### src/rtl/pwm_chan_pkg.sv
package pwm_chan_pkg;
    localparam int CTRL_W   = 4;
    localparam int EN_POS   = 0;
    localparam int INV_POS  = 2;
    localparam int CONT_POS = 3;

    typedef struct packed {
        logic run;
        logic inv;
    } chan_mode_t;
endpackage

### src/rtl/pwm_ctrl_decode.sv
module pwm_ctrl_decode
    import pwm_chan_pkg::*;
(
    input  logic [CTRL_W-1:0] ctrl_i,
    output chan_mode_t        mode_o
);
    logic unused_rsvd;

    always_comb begin
        mode_o.run = ctrl_i[EN_POS] & ctrl_i[CONT_POS];
        mode_o.inv = ctrl_i[INV_POS];
    end

    assign unused_rsvd = ctrl_i[1];
endmodule

### src/rtl/pwm_period_counter.sv
module pwm_period_counter #(
    parameter int CNT_W = 16
) (
    input  logic             clk,
    input  logic             rst_n,
    input  logic             run_i,
    input  logic             tick_i,
    input  logic [CNT_W-1:0] period_i,
    input  logic [CNT_W-1:0] compare_i,
    output logic             running_o,
    output logic [CNT_W-1:0] count_o,
    output logic [CNT_W-1:0] period_o,
    output logic [CNT_W-1:0] compare_o,
    output logic             reload_o
);
    localparam logic [CNT_W-1:0] ZERO = '0;
    localparam logic [CNT_W-1:0] ONE  = CNT_W'(1);

    typedef struct packed {
        logic             running;
        logic [CNT_W-1:0] cnt;
        logic [CNT_W-1:0] per;
        logic [CNT_W-1:0] cmp;
        logic             pend;
    } ctr_state_t;

    ctr_state_t st_d, st_q;

    always_comb begin
        st_d      = st_q;
        st_d.pend = 1'b0;
        if (!run_i) begin
            st_d.running = 1'b0;
            st_d.cnt     = ZERO;
        end else if (!st_q.running) begin
            st_d.running = 1'b1;
            st_d.cnt     = period_i;
            st_d.per     = period_i;
            st_d.cmp     = compare_i;
        end else if (tick_i) begin
            if (st_q.cnt == ZERO) begin
                st_d.cnt  = period_i;
                st_d.per  = period_i;
                st_d.cmp  = compare_i;
                st_d.pend = 1'b1;
            end else begin
                st_d.cnt = st_q.cnt - ONE;
            end
        end
    end

    always_ff @(posedge clk or negedge rst_n) begin
        if (!rst_n) begin
            st_q <= '0;
        end else begin
            st_q <= st_d;
        end
    end

    assign running_o = st_q.running;
    assign count_o   = st_q.cnt;
    assign period_o  = st_q.per;
    assign compare_o = st_q.cmp;
    assign reload_o  = st_q.pend;
endmodule

### src/rtl/pwm_compare.sv
module pwm_compare #(
    parameter int CNT_W = 16
) (
    input  logic             run_i,
    input  logic             running_i,
    input  logic [CNT_W-1:0] count_i,
    input  logic [CNT_W-1:0] period_i,
    input  logic [CNT_W-1:0] compare_i,
    output logic             level_o
);
    logic zero_per, full_on, in_window;

    always_comb begin
        zero_per  = (period_i == '0);
        full_on   = (compare_i >= period_i);
        in_window = (count_i <= compare_i);
        level_o   = run_i & running_i & ~zero_per & (full_on | in_window);
    end
endmodule

### src/rtl/pwm_channel.sv
module pwm_channel
    import pwm_chan_pkg::*;
#(
    parameter int CNT_W = 16
) (
    input  logic             clk,
    input  logic             rst_n,
    input  logic             tick_en,
    input  logic [CNT_W-1:0] period_i,
    input  logic [CNT_W-1:0] compare_i,
    input  logic [3:0]       ctrl_i,
    output logic             pwm_o,
    output logic             period_end_o
);
    chan_mode_t       mode;
    logic             ctr_running;
    logic [CNT_W-1:0] ctr_count;
    logic [CNT_W-1:0] ctr_period;
    logic [CNT_W-1:0] ctr_compare;
    logic             ctr_reload;
    logic             raw_level;

    pwm_ctrl_decode u_dec (
        .ctrl_i (ctrl_i),
        .mode_o (mode)
    );

    pwm_period_counter #(.CNT_W(CNT_W)) u_ctr (
        .clk       (clk),
        .rst_n     (rst_n),
        .run_i     (mode.run),
        .tick_i    (tick_en),
        .period_i  (period_i),
        .compare_i (compare_i),
        .running_o (ctr_running),
        .count_o   (ctr_count),
        .period_o  (ctr_period),
        .compare_o (ctr_compare),
        .reload_o  (ctr_reload)
    );

    pwm_compare #(.CNT_W(CNT_W)) u_cmp (
        .run_i     (mode.run),
        .running_i (ctr_running),
        .count_i   (ctr_count),
        .period_i  (ctr_period),
        .compare_i (ctr_compare),
        .level_o   (raw_level)
    );

    assign pwm_o        = raw_level ^ mode.inv;
    assign period_end_o = ctr_reload & mode.run;
endmodule

### config.mk
export PLATFORM = sky130hd
export DESIGN_NAME = pwm_channel
export DESIGN_NICKNAME = d
export VERILOG_FILES = /design/src/rtl/pwm_chan_pkg.sv /design/src/rtl/pwm_ctrl_decode.sv /design/src/rtl/pwm_period_counter.sv /design/src/rtl/pwm_compare.sv /design/src/rtl/pwm_channel.sv
export SDC_FILE = /design/constraint.sdc
export NUM_CORES = 1
export LEC_CHECK = 0
export BUFFER_PORTS_ARGS = -buffer_cell sky130_fd_sc_hd__buf_2
export CAP_MARGIN = 5
export CORE_MARGIN = 1
export CORE_UTILIZATION = 63
export DETAILED_ROUTE_END_ITERATION = 8
export GPL_TIMING_DRIVEN = 0
export HOLD_SLACK_MARGIN = 0.12
export MAX_ROUTING_LAYER = met4
export PLACE_DENSITY_LB_ADDON = 0.08
export SLEW_MARGIN = 20
export SYNTH_ARGS = -nofsm -noshare
export SYNTH_HDL_FRONTEND = slang
export SYNTH_SLANG_ARGS = --single-unit
### constraint.sdc
create_clock -name clk -period 5.1 [get_ports clk]
set_input_delay 0.765 -clock clk [delete_from_list [all_inputs] [get_ports clk]]
set_output_delay 0.765 -clock clk [all_outputs]
set_load 0.1 [all_outputs]
# Word-level counts from Yosys, hierarchy flattened
# Cells that the tools add are included.
totals:
  elab_cells: 29
  ram_bits: 0
  romBits: 0
  out_inout_bits: 2
  n_memories: 0
  latchBits: 0
  input_bits: 39
  reg_bits: 50
classes:
  n_reduce_logical: 3
  n_eq_ne: 3
  n_lt_le_gt_ge: 2
  mul: 0
  bitwise: 8
  n_addsub: 1
  n_shift: 0
  n_div: 0
  muxes: 7
op_table:
  columns: ["op", "count"]
  rows:
  - ["$mux W49", 1]
  - ["$mux W48", 1]
  - ["$mux W33", 1]
  - ["$logic_not A16 Y1", 2]
  - ["$mux W17", 1]
  - ["$ge A16 B16 Y1", 1]
  - ["$le A16 B16 Y1", 1]
  - ["$mux W16", 1]
  - ["$sub A16 B1 Y16 const B", 1]
  - ["$and A1 B1 Y1", 5]
  - ["$ne A2 B2 Y1 const B", 2]
  - ["$ne A3 B3 Y1 const B", 1]
  - ["$reduce_and A3 Y1", 1]
  - ["$mux W1", 2]
  - ["$not A1 Y1", 1]
  - ["$or A1 B1 Y1", 1]
  - ["$xor A1 B1 Y1", 1]

# Depth between registers and ports, before layout
logic_depth:
  depth_word: 5
  depth_mapped: 8
  depth_no_buf: 8

# Cells and area by module
# Synthesis repeated with hierarchy kept, for this count alone.
hier_totals:
  cells_unflattened: 344
  area_unflattened_um2: 3268.1
by_module_without_submodules:
  columns: ["module", "area_per_inst_um2", "instances", "seq_area_each_um2", "cells_each"]
  rows:
  - ["pwm_period_counter", 2381.0, 1, 1251.2, 221]
  - ["pwm_compare", 858.3, 1, 0.0, 119]
  - ["pwm_channel", 15.0, 1, 0.0, 2]
  - ["pwm_ctrl_decode", 13.8, 1, 0.0, 2]

# Worst setup path before layout
# No wires, ideal clock.
synth_path:
  path_kind: "flip-flop to output port"
  start: "register u_ctr.st_q (netlist bit u_ctr.count_o[13])"
  end: "output pwm_o"
  slack_ns: 1.237
  arrival_ns: 3.098
  path_buffers: 0
  stages_incl_launch_ff: 8
  required_ns: 4.335
  cell_sequence: "dfrtp_1 -> ha_1 -> a211oi_1 -> nor2_1 -> a211o_1 -> a211o_1 -> a31oi_1 -> xor2_1"
synth_between:
  elab_chain_cells: 4
synth_lines:
  columns: ["item", "line", "source"]
  rows:
  - ["start: declaration", "pwm_period_counter.sv:27", "ctr_state_t st_d, st_q;"]
  - ["start signal: assignment", "pwm_period_counter.sv:56", "st_q <= st_d;"]
  - ["$le A16 B16 Y1", "pwm_compare.sv:16", "in_window = (count_i <= compare_i);"]
  - ["$or A1 B1 Y1", "pwm_compare.sv:17", "level_o = run_i & running_i & ~zero_per & (full_on | in_window);"]
  - ["$and A1 B1 Y1", "pwm_compare.sv:17", null]
  - ["$xor A1 B1 Y1", "pwm_channel.sv:51", "assign pwm_o = raw_level ^ mode.inv;"]
  - ["end: declaration", "pwm_channel.sv:12", "output logic pwm_o,"]
# Every way passes these cells.

# Worst setup path after layout
# Ends and elaborated chain as after synthesis.

==> qor.csv <==
stage;metric;value;unit
timing;final setup fails;0;
hold_path;HP Class;primary input to asynchronous set/reset pin;
layout;Fillers;395;
setup_path;R2R Setup Slk;2.76;ns
timing;relative slew slack;60.8;%
detailed_routing;Antenna Nets Post-Route;0;
grt;first-pass GRT wire length;13.8;mm
detailed_routing;WL/cell;17.6;um
setup_path;Crit path top cell by count;a211o_1;
power_and_ir_drop;Max VDD drop;0.189;mV
grt;GRT Total Usage;36.1;%
die;Core Footprint;4820;um2
clocking;Root Buffer;clkbuf_8;
clocking;buffer count from post-CTS setup fixing;0;
layout;Area growth syn-to-layout;11.6;%
clocking;CTS Buf Count;5;
synth;Post-synth EDFFs;0;
detailed_routing;via count;3015;
setup_path;CP peak stage delay;0.45;ns
detailed_routing;initial DRC count;325;
die;initial core utilization;66.4;%
clocking;post_cts resized;0;
layout;Final Instance Area;3570;um2
setup_path;crit path max-delay cell type;dfrtp_1;
power_and_ir_drop;pwr/cell area;296;nW/um2
placed_design;Placed Area;3490;um2
detailed_routing;WL final;8.52;mm
grt;pin count of the biggest net entering global routing;31;
power_and_ir_drop;Total Power;1.06;mW
detailed_routing;Remaining DRCs;0;
timing;fmax;278;MHz
timing;final hold vios;0;
grt;antenna violations before repair;0;
synth;ys flop type;dfrtp_1;
placed_design;pre-CTS WS;1.90;ns
synth;Syn Area/Cell;8.65;um2
placed_design;hpwl dp;6.62;mm
flow_run;# Max-Cap Violations;0;
layout;Post-Layout Cell Count;483;
synth;Seq/Total Area, Yosys;39.1;%
setup_path;CP startpoint kind;register;
detailed_routing;first-pass detailed-route iteration total;5;
grt;remaining global-route overflow;0;
die;DIE WIDTH;73.3;um
die;chip height;73.3;um
setup_path;crit end category;output pin;
setup_path;Req. time, crit path;4.34;ns
power_and_ir_drop;leakage;1.73;nW
detailed_routing;Avg Vias per Cell;6.24;
synth;count of different cell masters after synthesis;50;
timing;Tcrit/Tclk final;70.4;%
setup_path;worst path arrival time;2.83;ns
timing;Clock Skew;0.0103;ns
placed_design;Port Buffer Count;38;
timing;setup ws final;1.51;ns
synth;Gate Count Post-Synth;370;
timing;Max Slew Vio Count;0;
placed_design;gpl congestion;0.958;
setup_path;Setup CP Type;register to output pin;
clocking;worst-skew pair later-pin latency;0.31;ns
synth;synthesized area;3200;um2
status;outcome;complete, no violations;
layout;share of cells above drive strength 1;15.6;%
layout;diode count;0;
synth;Mapped Nets;443;
placed_design;Inst Count DP;476;
setup_path;CP Max Fanout;6;
die;die area;5370;um2
grt;vias in the first global route;2941;
clocking;hold buffers post-CTS;0;
timing;min Tclk post-route;3.59;ns
timing;RSZ-0062 raised after global routing;no;
setup_path;worst path cell trace;ha_1 -> a211oi_1 -> nor2_1 -> a211o_1 -> a211o_1 -> a31oi_1 -> xor2_1 -> buf_2;
clocking;clock slew at reported path FFs;0.09;ns
synth;asr flop ratio synth;100;%
layout;final net count;489;
synth;Syn. warnings;0;
clocking;CTS tree;done;
die;FP Rows;25;
timing;Worst-Margin Slew;0.587;ns
clocking;clk sinks;50;
synth;Yosys reg bits;50;
timing;final setup TNS;0;ns
clocking;H-tree levels;2;
die;Top-Level Pins;41;
clocking;maximum root-to-sink buffer count;2;
where the power goes:
group | leakage (nW) | internal (mW) | switching (mW)
clock network | 0.0438 | 0.0925 | 0.132
registers | 0.636 | 0.447 | 0.0424
logic | 1.05 | 0.136 | 0.208
total | 1.73 | 0.676 | 0.383
cell families after synthesis:
kind of cell | count (synthesis) | share of synthesized area, %
AO/OA/AOI/OAI | 109 | 20.5
XOR/XNOR | 6 | 1.64
adder cells (fa/ha/maj) | 34 | 13.3
buffers and inverters | 52 | 7.35
flip-flops | 50 | 39.1
AND/OR/NAND/NOR | 119 | 18.1
path summary, 6_finish.rpt:
kind                       depth (start not counted)               from                 to
max in group asynchronous                          2              rst_n  u_ctr.period_o[5]
hold reg to reg                                    2  u_ctr.period_o[3]  u_ctr.period_o[3]
setup reg to reg                                   8   u_ctr.count_o[0]  u_ctr.count_o[14]
setup / recovery                                   8  u_ctr.count_o[13]              pwm_o
hold / removal                                     1              rst_n     u_ctr.reload_o
min in group clk                                   2  u_ctr.period_o[3]  u_ctr.period_o[3]
cell type report:
cell class,count,area (um2),share of cell area [%]
multi-input cells,268,1710,48.0
flip-flops and latches,50,1250,35.0
repair buffers,39,210,5.88
inverters,38,143,3.99
plain buffers,14,92.6,2.59
well taps,67,83.8,2.35
clock buffers,5,68.8,1.93
clock inverters,2,10.0,0.280
critical path, delay by kind of cell, from the launching register on:
family          cells  cell delay (ns)
flops               1             0.45
compound gates      4             1.03
fa+ha+maj           1             0.34
buf+inv             1             0.44
simple gates        1             0.09
xor+xnor            1             0.17
sequential cells by signal, indices dropped and copies added (netlist names):
signal           flops
u_ctr.reload_o       1
u_ctr.running_o      1
u_ctr.count_o       16
u_ctr.period_o      16
u_ctr.compare_o     16
cells in the mapped netlist (2+ instances only):
cell type | instances | share of area, %
a2111oi_0 | 2 | 0.55
a211o_1 | 2 | 0.55
a211oi_1 | 9 | 2.1
a21o_1 | 2 | 0.47
a21oi_1 | 21 | 3.3
a22oi_1 | 2 | 0.47
and3_1 | 2 | 0.39
buf_2 | 6 | 0.94
buf_6 | 3 | 1.1
clkbuf_1 | 2 | 0.23
dfrtp_1 | 50 | 39
ha_1 | 34 | 13
inv_1 | 37 | 4.3
nand2_1 | 48 | 5.6
nand2b_1 | 5 | 0.98
nand3_1 | 12 | 1.9
nand4_1 | 9 | 1.8
nor2_1 | 20 | 2.3
nor3_1 | 4 | 0.63
nor4_1 | 7 | 1.4
o21a_1 | 2 | 0.47
o21ai_0 | 45 | 7.0
o21ai_1 | 2 | 0.31
o221ai_1 | 5 | 1.4
o22ai_1 | 9 | 1.8
o2bb2ai_1 | 2 | 0.55
xor2_1 | 5 | 1.4
stage by stage:
stage | hold slack (ns) | util, %
after floorplan | 0.469 | -
after global placement | 0.547 | 72.1
after detailed placement | 0.557 | 72.5
after CTS | 0.439 | 74.2
after global routing | 0.467 | 74.2
final | 0.420 | 74.2
metal layers:
layer,up-vias,share of wire (%),global-route usage (%)
met5,-,0,-
met4,0,4.5,19.2
met3,36,6.6,4.94
met2,148,47,57.2
met1,1424,42,44.9
li1,1407,-,-
cell usage in the layout, fill, tap and decap left out, types with 3 or more instances in the layout:
cell	netlist	routed
ha_1	34	34
a21oi_1	21	21
nor3_1	4	4
o221ai_1	5	5
o22ai_1	9	9
o21ai_0	45	45
nand2_1	48	48
nand4_1	9	9
nand2b_1	5	5
nand3_1	12	12
dfrtp_1	50	50
nor2_1	20	20
nor4_1	7	7
a211oi_1	9	9
xor2_1	5	5
buf_6	3	3
inv_1	37	37
buf_2	6	44
clkbuf_8	0	5
Note: power is estimated with default switching activity, not from simulation.
